<file path="config.mk">
export PLATFORM = sky130hd
export DESIGN_NAME = lcd_com_scan
export DESIGN_NICKNAME = d
export VERILOG_FILES = /design/src/rtl/lcd_com_scan_pkg.sv /design/src/rtl/lcd_com_scan_ctrl.sv /design/src/rtl/lcd_com_scan_dp.sv /design/src/rtl/lcd_com_scan.sv
export SDC_FILE = /design/constraint.sdc
export NUM_CORES = 1
export LEC_CHECK = 0
export BUFFER_PORTS_ARGS = -buffer_cell sky130_fd_sc_hd__buf_4
export CORE_AREA = 2 2 49 51
export DETAILED_ROUTE_END_ITERATION = 10
export DIE_AREA = 0 0 51 53
export PLACE_DENSITY = 0.78
export SLEW_MARGIN = 20
export SYNTH_ARGS = -nofsm -noshare
export SYNTH_HDL_FRONTEND = slang
export SYNTH_SLANG_ARGS = --single-unit
export TNS_END_PERCENT = 30
</file>
<file path="constraint.sdc">
create_clock -name clk -period 2.1 [get_ports clk]
set_clock_uncertainty 0.2 [all_clocks]
set_input_delay 0.105 -clock clk [delete_from_list [all_inputs] [get_ports clk]]
set_output_delay 0.105 -clock clk [all_outputs]
set_load 0.01 [all_outputs]
</file>
<file path="src/rtl/lcd_com_scan_pkg.sv">
package lcd_com_scan_pkg;

  // Wide enough for any row index the block supports (up to 255 rows).
  localparam int MAX_IDX_W = 8;

  typedef enum logic [1:0] {
    MUX_16  = 2'b00,
    MUX_32  = 2'b01,
    MUX_33  = 2'b10,
    MUX_RSV = 2'b11
  } muxMode_e;

  // Strobes sent from the control to the datapath.
  typedef struct packed {
    logic                 load;      // put the pointer on loadIdx
    logic                 inc;       // move the pointer up by one row
    logic                 wrap;      // the load ends a frame
    logic [MAX_IDX_W-1:0] loadIdx;   // first row of the new arrangement
  } scanStrobe_t;

  // First row of an arrangement.
  function automatic int firstRowOf(muxMode_e mode, logic remapSel, int groupRows);
    if (mode == MUX_16 && remapSel) return groupRows;
    return 0;
  endfunction

  // Last row of an arrangement.
  function automatic int lastRowOf(muxMode_e mode, logic remapSel, int groupRows);
    case (mode)
      MUX_16:  return remapSel ? (2 * groupRows - 1) : (groupRows - 1);
      MUX_33:  return 2 * groupRows;
      default: return 2 * groupRows - 1;
    endcase
  endfunction

endpackage

</file>
<file path="src/rtl/lcd_com_scan_ctrl.sv">
module lcd_com_scan_ctrl
  import lcd_com_scan_pkg::*;
#(
  parameter int GROUP_ROWS = 16,
  localparam int NUM_ROWS  = 2 * GROUP_ROWS + 1,
  localparam int IDX_W     = $clog2(NUM_ROWS)
) (
  input  logic             clk,
  input  logic             rst,
  input  logic             rowTick,
  input  logic [1:0]       muxMode,
  input  logic             remap,
  input  logic [IDX_W-1:0] rowIdx,
  output scanStrobe_t      strobe,
  output muxMode_e         cfgMode,
  output logic             cfgRemap
);

  muxMode_e         modeIn;
  logic [IDX_W-1:0] lastIdx;
  logic             atLast;
  logic             wrapNow;
  logic             sampleCfg;

  assign modeIn    = muxMode_e'(muxMode);
  assign lastIdx   = IDX_W'(lastRowOf(cfgMode, cfgRemap, GROUP_ROWS));
  assign atLast    = (rowIdx == lastIdx);
  assign wrapNow   = !rst && rowTick && atLast;
  assign sampleCfg = rst || wrapNow;

  // The configuration is only taken in at reset or at a frame boundary.
  always_ff @(posedge clk) begin
    if (sampleCfg) begin
      cfgMode  <= modeIn;
      cfgRemap <= remap;
    end
  end

  always_comb begin
    strobe         = '0;
    strobe.loadIdx = MAX_IDX_W'(firstRowOf(modeIn, remap, GROUP_ROWS));
    if (rst) begin
      strobe.load = 1'b1;
    end else if (rowTick) begin
      if (atLast) begin
        strobe.load = 1'b1;
        strobe.wrap = 1'b1;
      end else begin
        strobe.inc = 1'b1;
      end
    end
  end

  // the arrangement in use only changes at a wrap.
  assert_cfg_hold_R10: assert property (@(posedge clk) disable iff (rst)
    !(rowTick && atLast) |=> ($stable(cfgMode) && $stable(cfgRemap)));

  // load and increment never happen together.
  assert_strobe_excl_R7: assert property (@(posedge clk) disable iff (rst)
    !(strobe.load && strobe.inc));

endmodule

</file>
<file path="src/rtl/lcd_com_scan_dp.sv">
module lcd_com_scan_dp
  import lcd_com_scan_pkg::*;
#(
  parameter int GROUP_ROWS = 16,
  localparam int NUM_ROWS  = 2 * GROUP_ROWS + 1,
  localparam int IDX_W     = $clog2(NUM_ROWS),
  localparam int ICON_ROW  = 2 * GROUP_ROWS
) (
  input  logic                clk,
  input  logic                rst,
  input  scanStrobe_t         strobe,
  input  logic                displayOn,
  output logic [IDX_W-1:0]    rowIdx,
  output logic [NUM_ROWS-1:0] rowSel,
  output logic                iconRowA,
  output logic                iconRowB,
  output logic                frameStart
);

  always_ff @(posedge clk) begin
    if (strobe.load) begin
      rowIdx <= strobe.loadIdx[IDX_W-1:0];
    end else if (strobe.inc) begin
      rowIdx <= rowIdx + IDX_W'(1);
    end
  end

  always_ff @(posedge clk) begin
    if (rst) frameStart <= 1'b0;
    else     frameStart <= strobe.wrap;
  end

  // One comparator per row line, gated by the display enable.
  for (genvar g = 0; g < NUM_ROWS; g++) begin : gRowDec
    assign rowSel[g] = displayOn && (rowIdx == IDX_W'(g));
  end

  // The icon row is fanned out to both pins.
  logic [1:0] iconPins;
  for (genvar p = 0; p < 2; p++) begin : gIconPin
    assign iconPins[p] = rowSel[ICON_ROW];
  end
  assign iconRowA = iconPins[0];
  assign iconRowB = iconPins[1];

  // no tick means the pointer holds.
  assert_hold_R7: assert property (@(posedge clk) disable iff (rst)
    !(strobe.load || strobe.inc) |=> $stable(rowIdx));

  // an increment moves the pointer by exactly one.
  assert_step_R7: assert property (@(posedge clk) disable iff (rst)
    strobe.inc |=> (rowIdx == $past(rowIdx) + IDX_W'(1)));

  // never more than one row line active.
  assert_onehot_R11: assert property (@(posedge clk) disable iff (rst)
    $onehot0(rowSel));

  // the frame pulse lasts a single cycle.
  assert_fs_single_R8: assert property (@(posedge clk) disable iff (rst)
    frameStart |=> !frameStart);

endmodule

</file>
<file path="src/rtl/lcd_com_scan.sv">
module lcd_com_scan
  import lcd_com_scan_pkg::*;
#(
  parameter int GROUP_ROWS = 16,
  localparam int NUM_ROWS  = 2 * GROUP_ROWS + 1,
  localparam int IDX_W     = $clog2(NUM_ROWS),
  localparam int ICON_ROW  = 2 * GROUP_ROWS
) (
  input  logic                clk,
  input  logic                rst,
  input  logic                rowTick,
  input  logic [1:0]          muxMode,
  input  logic                remap,
  input  logic                displayOn,
  output logic [NUM_ROWS-1:0] rowSel,
  output logic                iconRowA,
  output logic                iconRowB,
  output logic                frameStart
);

  scanStrobe_t      strobe;
  muxMode_e         cfgMode;
  logic             cfgRemap;
  logic [IDX_W-1:0] rowIdx;

  lcd_com_scan_ctrl #(.GROUP_ROWS(GROUP_ROWS)) u_ctrl (
    .clk      (clk),
    .rst      (rst),
    .rowTick  (rowTick),
    .muxMode  (muxMode),
    .remap    (remap),
    .rowIdx   (rowIdx),
    .strobe   (strobe),
    .cfgMode  (cfgMode),
    .cfgRemap (cfgRemap)
  );

  lcd_com_scan_dp #(.GROUP_ROWS(GROUP_ROWS)) u_dp (
    .clk        (clk),
    .rst        (rst),
    .strobe     (strobe),
    .displayOn  (displayOn),
    .rowIdx     (rowIdx),
    .rowSel     (rowSel),
    .iconRowA   (iconRowA),
    .iconRowB   (iconRowB),
    .frameStart (frameStart)
  );

  // the pointer stays inside the sampled arrangement.
  assert_range_R4: assert property (@(posedge clk) disable iff (rst)
    (rowIdx >= IDX_W'(firstRowOf(cfgMode, cfgRemap, GROUP_ROWS))) &&
    (rowIdx <= IDX_W'(lastRowOf(cfgMode, cfgRemap, GROUP_ROWS))));

  // the icon row is only driven in 33-way operation.
  assert_icon_mode_R4: assert property (@(posedge clk) disable iff (rst)
    rowSel[ICON_ROW] |-> (cfgMode == MUX_33));

  // the two icon pins match the icon row line.
  assert_icon_pair_R5: assert property (@(posedge clk) disable iff (rst)
    (iconRowA == rowSel[ICON_ROW]) && (iconRowB == rowSel[ICON_ROW]));

  // a frame pulse coincides with the first row of the arrangement.
  assert_fs_first_R8: assert property (@(posedge clk) disable iff (rst)
    frameStart |-> (rowIdx == IDX_W'(firstRowOf(cfgMode, cfgRemap, GROUP_ROWS))));

  // a dark display shows no row.
  assert_dark_R6: assert property (@(posedge clk) disable iff (rst)
    !displayOn |-> (rowSel == '0 && !iconRowA && !iconRowB));

endmodule

</file>
==> flow_metrics.env, run 1 <==
export IMPL_floorplan_die_area_um2=2703
export IMPL_ioPinCount=43
export IMPL_synth_cell_types=31
export IMPL_status="finished clean"
export IMPL_drive_gt1_share_pct=39.10
export IMPL_slew_limit_headroom_pct=76.61
export IMPL_finalHoldViolations=0
export IMPL_setup_tns_final_ns=0
export IMPL_antenna_found_initial=0
export IMPL_fin_nets=168
export IMPL_cts_made_buffers=3
export IMPL_clockPowerShare_pct=22.4
export IMPL_dp_cells=171
export IMPL_synth_area_um2=822.0
export IMPL_gp_congestion=0.8040
export IMPL_synth_seq_cells=10
export IMPL_crit_buf_inv=0
export IMPL_irDropWorstVdd_v=0.0005184
export IMPL_clk_latency_ns=0.26
export IMPL_crit_type="reg -> reg"
export IMPL_grt_pass1_vias=807
export IMPL_core_um2=2148
export IMPL_io_buffers=42
export IMPL_p_comb_share_pct=39.6
export IMPL_cp_max_fo=8
export IMPL_cp_end_kind="flip-flop"
export IMPL_htree_levels=1
export IMPL_slowest_stage="or3_4"
export IMPL_yosys_warnings=0
export IMPL_grt_overflow=0
export IMPL_avgSynthCellArea_um2=7.755
export IMPL_slowest_delay_ns=0.40
export IMPL_start_util_pct=38.26
export IMPL_p_switching_mw=0.2591
export IMPL_wirelength_mm=2.091
export IMPL_ys_seq_area_share_pct=35.31
export IMPL_fp_row_count=17
export IMPL_cts_root_buffer="clkbuf_4"
export IMPL_grt_max_degree=11
export IMPL_min_period_over_period_pct=97.59
export IMPL_vias_per_cell=4.772
export IMPL_leakage_nw=0.5896
export IMPL_grt_setup_unrepaired="yes"
export IMPL_ant_nets=0
export IMPL_slew_viol_final=0
export IMPL_period_needed_ns=2.049
export IMPL_clockBufferDepth=2
export IMPL_antenna_cells=0
export IMPL_syn_nets=117
export IMPL_dp_hpwl_mm=1.636
export IMPL_maxClockFrequency_mhz=487.9
export IMPL_sw_frac_of_total_pct=34.51
export IMPL_grt_pass1_wl_mm=3.263
export IMPL_synthToLayoutAreaGrowth_pct=56.16
export IMPL_setup_viol=0
export IMPL_synth_cells=106
export IMPL_cp_arrival_ns=1.85
export IMPL_wire_per_inst_um=11.36
export IMPL_drc=0
export IMPL_cp_start_kind="flip-flop"
export IMPL_die_w_um=51
export IMPL_hold_ws_ns=0.07477
export IMPL_hold_path_class="in -> reg"
export IMPL_first_pass_iters=4
export IMPL_fin_cells=184
export IMPL_vias=878
export IMPL_clk_pin_slew_ns=0.07
export IMPL_internal_power_mw=0.4918
export IMPL_worstPathCellList="or3_4, a221o_1, a32oi_4, mux2i_1"
export IMPL_powerDensity_nw_per_um2=584.9
export IMPL_path_delay_family="compound AO/OA/AOI/OAI gates"
export IMPL_worst_pin_slew_ns=0.3508
export IMPL_pwr_share_seq_pct=38.0
export IMPL_drv_cap=0
export IMPL_critical_path_required_ns=1.90
export IMPL_cts_tree="done"
export IMPL_cts_sinks=10
export IMPL_grt_use_total_pct=15.90
export IMPL_fp_dieH_um=53
export IMPL_drtIter0Drc=16
## final timing paths
check | to | start | slack [ns] | cells after the start
worst max register to register | u_dp.rowIdx[4] | u_ctrl.cfgMode[0] | 0.05 | 4
worst min register to register | u_dp.frameStart | u_ctrl.cfgMode[1] | 0.53 | 3
worst max-delay path | u_dp.rowIdx[4] | u_ctrl.cfgMode[0] | 0.05 | 4
worst min-delay path | u_dp.rowIdx[1] | rowTick | 0.07 | 2
## per-stage QoR
stage	instance area, um^2	utilization, %	power, mW	worst slack [ns]
final	1284	59.76	0.7509	0.05060
after global routing	1284	59.76	0.8072	-0.01909
after CTS	1231	57.31	0.7312	0.01771
after detailed placement	1155	53.76	0.5532	0.03063
after global placement	1155	53.76	0.5430	0.1174
after floorplan	822.0	-	0.4702	0.1211
## sequential cells by signal, summed over array words and instances, names as in the netlist
| register | flops |
|---|---|
| u_ctrl.cfgMode | 2 |
| u_ctrl.cfgRemap | 1 |
| u_dp.frameStart | 1 |
| u_dp.rowIdx | 6 |
## worst register-to-register path, cell delays in order (launching register included)
cell      delay, ns
edfxtp_1       0.38
or3_4          0.40
a221o_1        0.35
a32oi_4        0.34
mux2i_1        0.12
## power groups by stage
stage	clock network (mW)	registers [mW]	logic (mW)
floorplan	0	0.278	0.193
global placement	0	0.291	0.252
detailed placement	0	0.294	0.259
CTS	0.175	0.290	0.267
global route	0.188	0.289	0.330
finish	0.168	0.285	0.297
## cells by family after synthesis
group                    synth area share [%]
AO/OA/AOI/OAI                           7.306
XOR/XNOR                                4.263
adder cells (fa/ha/maj)                 6.089
buffers and inverters                   6.239
flip-flops                              35.31
multiplexers                            1.218
AND/OR/NAND/NOR                         39.57
## synthesized netlist by cell type (all sizes together)
cell type  count  area, um^2
and4bb         1       12.51
a221o          1       10.01
ha             4       50.05
nand4b         1       8.760
xnor2          1       8.760
mux2i          1       10.01
buf            4       25.02
nor3b          1       7.510
or2            2       12.51
a221oi         1       8.760
nand4          1       6.260
or3            2       12.51
and3           1       6.260
nand3b         1       7.510
edfxtp         9       270.3
and2b          1       7.510
clkbuf         4       15.01
nand3          2       10.01
a32oi          1       27.53
xor2           3       26.28
nand2         12       45.04
o21ai          1       5.000
nor3           1       5.000
and3b          1       8.760
nor2          41       153.9
and4           1       8.760
nand2b         2       12.51
dfxtp          1       20.02
inv            3       11.26
o2bb2ai        1       8.760
## final cells by class
class | count | area, um^2
Fill cell | 180 | 864.6
Tap cell | 28 | 35.03
Inverter | 3 | 11.26
Sequential cell | 10 | 290.3
Clock buffer | 4 | 36.28
Timing Repair Buffer | 54 | 415.4
Multi-Input combinational cell | 85 | 495.5
## layer usage
metal / GRT usage, % / vias up / wire (um)
li1: - / 450 / -
met1: 16.03 / 384 / 815
met2: 30.30 / 44 / 1054
met3: 3.107 / 0 / 221
met4: 9.009 / 0 / 0
met5: 0 / - / 0
## placed cells by master (no fill, tap or decap), types with 2 or more instances in the layout
cell type,Yosys,routed
xor2_1,3,3
edfxtp_1,9,9
ha_1,4,4
nand2_1,12,12
nor2_1,41,41
or3_4,0,2
nand2b_1,2,2
clkbuf_4,0,3
inv_1,3,3
dlygate4sd3_1,0,4
or2_2,2,2
buf_4,2,50
nand3_1,2,2
## repair_timing
item	4_1_cts	5_1_grt
endpoints found under the hold margin	5	0
setup endpoints to repair	0	12
hold buffers	4	0
resized for setup	0	3
buffers inserted	0	5
Power figures use the tool's default switching activity.
==> inputs of run 2 (changes only) <==
RECOVER_POWER = 50   (was default)
==> run 2 against run 1 <==
Effect of this change: via count increased by 0.34%; design area decreased by 0.88%; die area unchanged; sequential share of layout area increased by 0.20 points; critical path type unchanged; non-clock buffer count unchanged.
==> flow_metrics.env, run 2 (synthesis gave the netlist of run 1 again) <==
export IMPL_grt_pass1_vias=807
export IMPL_largest_reg_flops=6
export IMPL_path_depth=4
export IMPL_cts_root_buffer="clkbuf_4"
export IMPL_clk_pin_slew_ns=0.07
export IMPL_setup_viol=0
export IMPL_die_w_um=51
export IMPL_r2r_start="u_ctrl.cfgMode[0]"
export IMPL_p_total_mw=0.7490
export IMPL_io_buffers=42
export IMPL_antenna_found_initial=0
export IMPL_slowest_delay_ns=0.40
export IMPL_path_delay_family="compound AO/OA/AOI/OAI gates"
export IMPL_grt_max_degree=11
export IMPL_cp_arrival_ns=1.85
export IMPL_top_regs="u_dp.rowIdx: 6 flops, u_ctrl.cfgMode: 2 flops"
export IMPL_floorplan_die_area_um2=2703
export IMPL_worst_pin_slew_ns=0.4391
export IMPL_final_cell_mix="45 x buf_4, 41 x nor2_1, 12 x nand2_1"
export IMPL_ioPinCount=43
export IMPL_slew_limit_headroom_pct=70.73
export IMPL_timing_rr_end="u_dp.rowIdx[4]"
export IMPL_cp_start_kind="flip-flop"
export IMPL_fp_dieH_um=53
export IMPL_gp_congestion=0.8040
export IMPL_status="finished clean"
export IMPL_clockBufferDepth=2
export IMPL_holdPathEnd="u_dp.frameStart"
export IMPL_first_pass_iters=4
export IMPL_leakage_nw=0.5765
export IMPL_irDropWorstVdd_v=0.0005184
export IMPL_grt_pass1_wl_mm=3.263
export IMPL_crit_type="reg -> reg"
export IMPL_slew_viol_final=0
export IMPL_min_path_cells=4
export IMPL_cts_tree="done"
export IMPL_maxClockFrequency_mhz=487.8
export IMPL_period_needed_ns=2.050
export IMPL_clk_latency_ns=0.26
export IMPL_critical_path_required_ns=1.90
export IMPL_postLayoutCoreUtil_pct=59.23
export IMPL_drtIter0Drc=16
export IMPL_fp_row_count=17
export IMPL_core_um2=2148
export IMPL_htree_levels=1
export IMPL_vias=881
export IMPL_grt_use_total_pct=15.90
export IMPL_drc=0
export IMPL_final_common_cell="buf_4"
export IMPL_drive_gt1_share_pct=36.54
export IMPL_wirelength_mm=2.088
export IMPL_slowest_stage="or3_4"
export IMPL_wire_per_inst_um=11.35
export IMPL_dp_hpwl_mm=1.636
export IMPL_finalHoldViolations=0
export IMPL_synthToLayoutAreaGrowth_pct=54.79
export IMPL_hold_start="rowTick"
export IMPL_powerDensity_nw_per_um2=588.6
export IMPL_worstPathCellList="or3_4, a221o_1, a32oi_4, mux2i_1"
export IMPL_start_util_pct=38.26
export IMPL_drv_cap=0
export IMPL_r2r_cells=4
export IMPL_vias_per_cell=4.788
export IMPL_grt_overflow=0
export IMPL_ant_nets=0
export IMPL_antenna_cells=0
export IMPL_fin_nets=168
export IMPL_min_period_over_period_pct=97.62
export IMPL_cp_max_fo=8
export IMPL_cts_sinks=10
export IMPL_reg2reg_slack_ns=0.05
export IMPL_largest_register="u_dp.rowIdx"
export IMPL_hold_path_class="in -> reg"
export IMPL_cp_end_kind="flip-flop"
export IMPL_grt_setup_unrepaired="yes"
export IMPL_cts_made_buffers=3
export IMPL_crit_buf_inv=0
[run 2: timing repair]
action	4_1_cts	5_1_grt
hold endpoints to repair	5	0
setup buffers	0	5
resized for setup	0	3
hold buffers	4	0
setup endpoints to repair	0	12
[run 2: layer usage]
metal  global-route usage [%]  vias up  wire [um]
li1                         -      451          -
met1                    16.03      386        810
met2                    30.30       44       1055
met3                    3.107        0        221
met4                    9.009        0          0
met5                        0        -          0
[run 2: final cells by class]
type,instances,area (um^2)
clock buffers,4,36.28
inverters,3,11.26
well taps,28,35.03
multi-input cells,85,495.5
fillers,186,875.8
flip-flops and latches,10,290.3
repair buffers,54,404.1
[run 2: power by group]
part,switching (mW),internal (mW)
logic,0.166,0.129
registers,0.0301,0.255
clock network,0.0633,0.105
total,0.259,0.490
[run 2: how the worst max path moves through the flow]
stage,from,slack [ns],to
3_3_place_gp,u_ctrl.cfgMode[0],0.12,u_dp.rowIdx[4]
5_1_grt,u_ctrl.cfgRemap,-0.02,u_dp.rowIdx[4]
3_5_place_dp,u_ctrl.cfgMode[0],0.03,u_dp.rowIdx[4]
4_1_cts,u_ctrl.cfgMode[0],0.02,u_dp.rowIdx[4]
2_1_floorplan,u_ctrl.cfgMode[0],0.12,u_dp.rowIdx[4]
6_report,u_ctrl.cfgMode[0],0.05,u_dp.rowIdx[4]
[run 2: worst min-delay path, stage by stage]
cell,delay (ns)
buf_4,0.12
nand4_1,0.13
o2bb2ai_1,0.14
nor2_1,0.04
[run 2: per-stage QoR]
stage / worst slack, ns / setup TNS, ns / instances / cell area, um^2 / hold slack (ns)
after floorplan: 0.1211 / 0 / 106 / 822.0 / -0.02262
after global placement: 0.1174 / 0 / 171 / 1155 / 0.09011
after detailed placement: 0.03063 / 0 / 171 / 1155 / 0.09091
after CTS: 0.01771 / 0 / 179 / 1231 / 0.06680
after global routing: -0.01909 / -0.01909 / 184 / 1272 / 0.1662
final: 0.04988 / 0 / 184 / 1272 / 0.1237
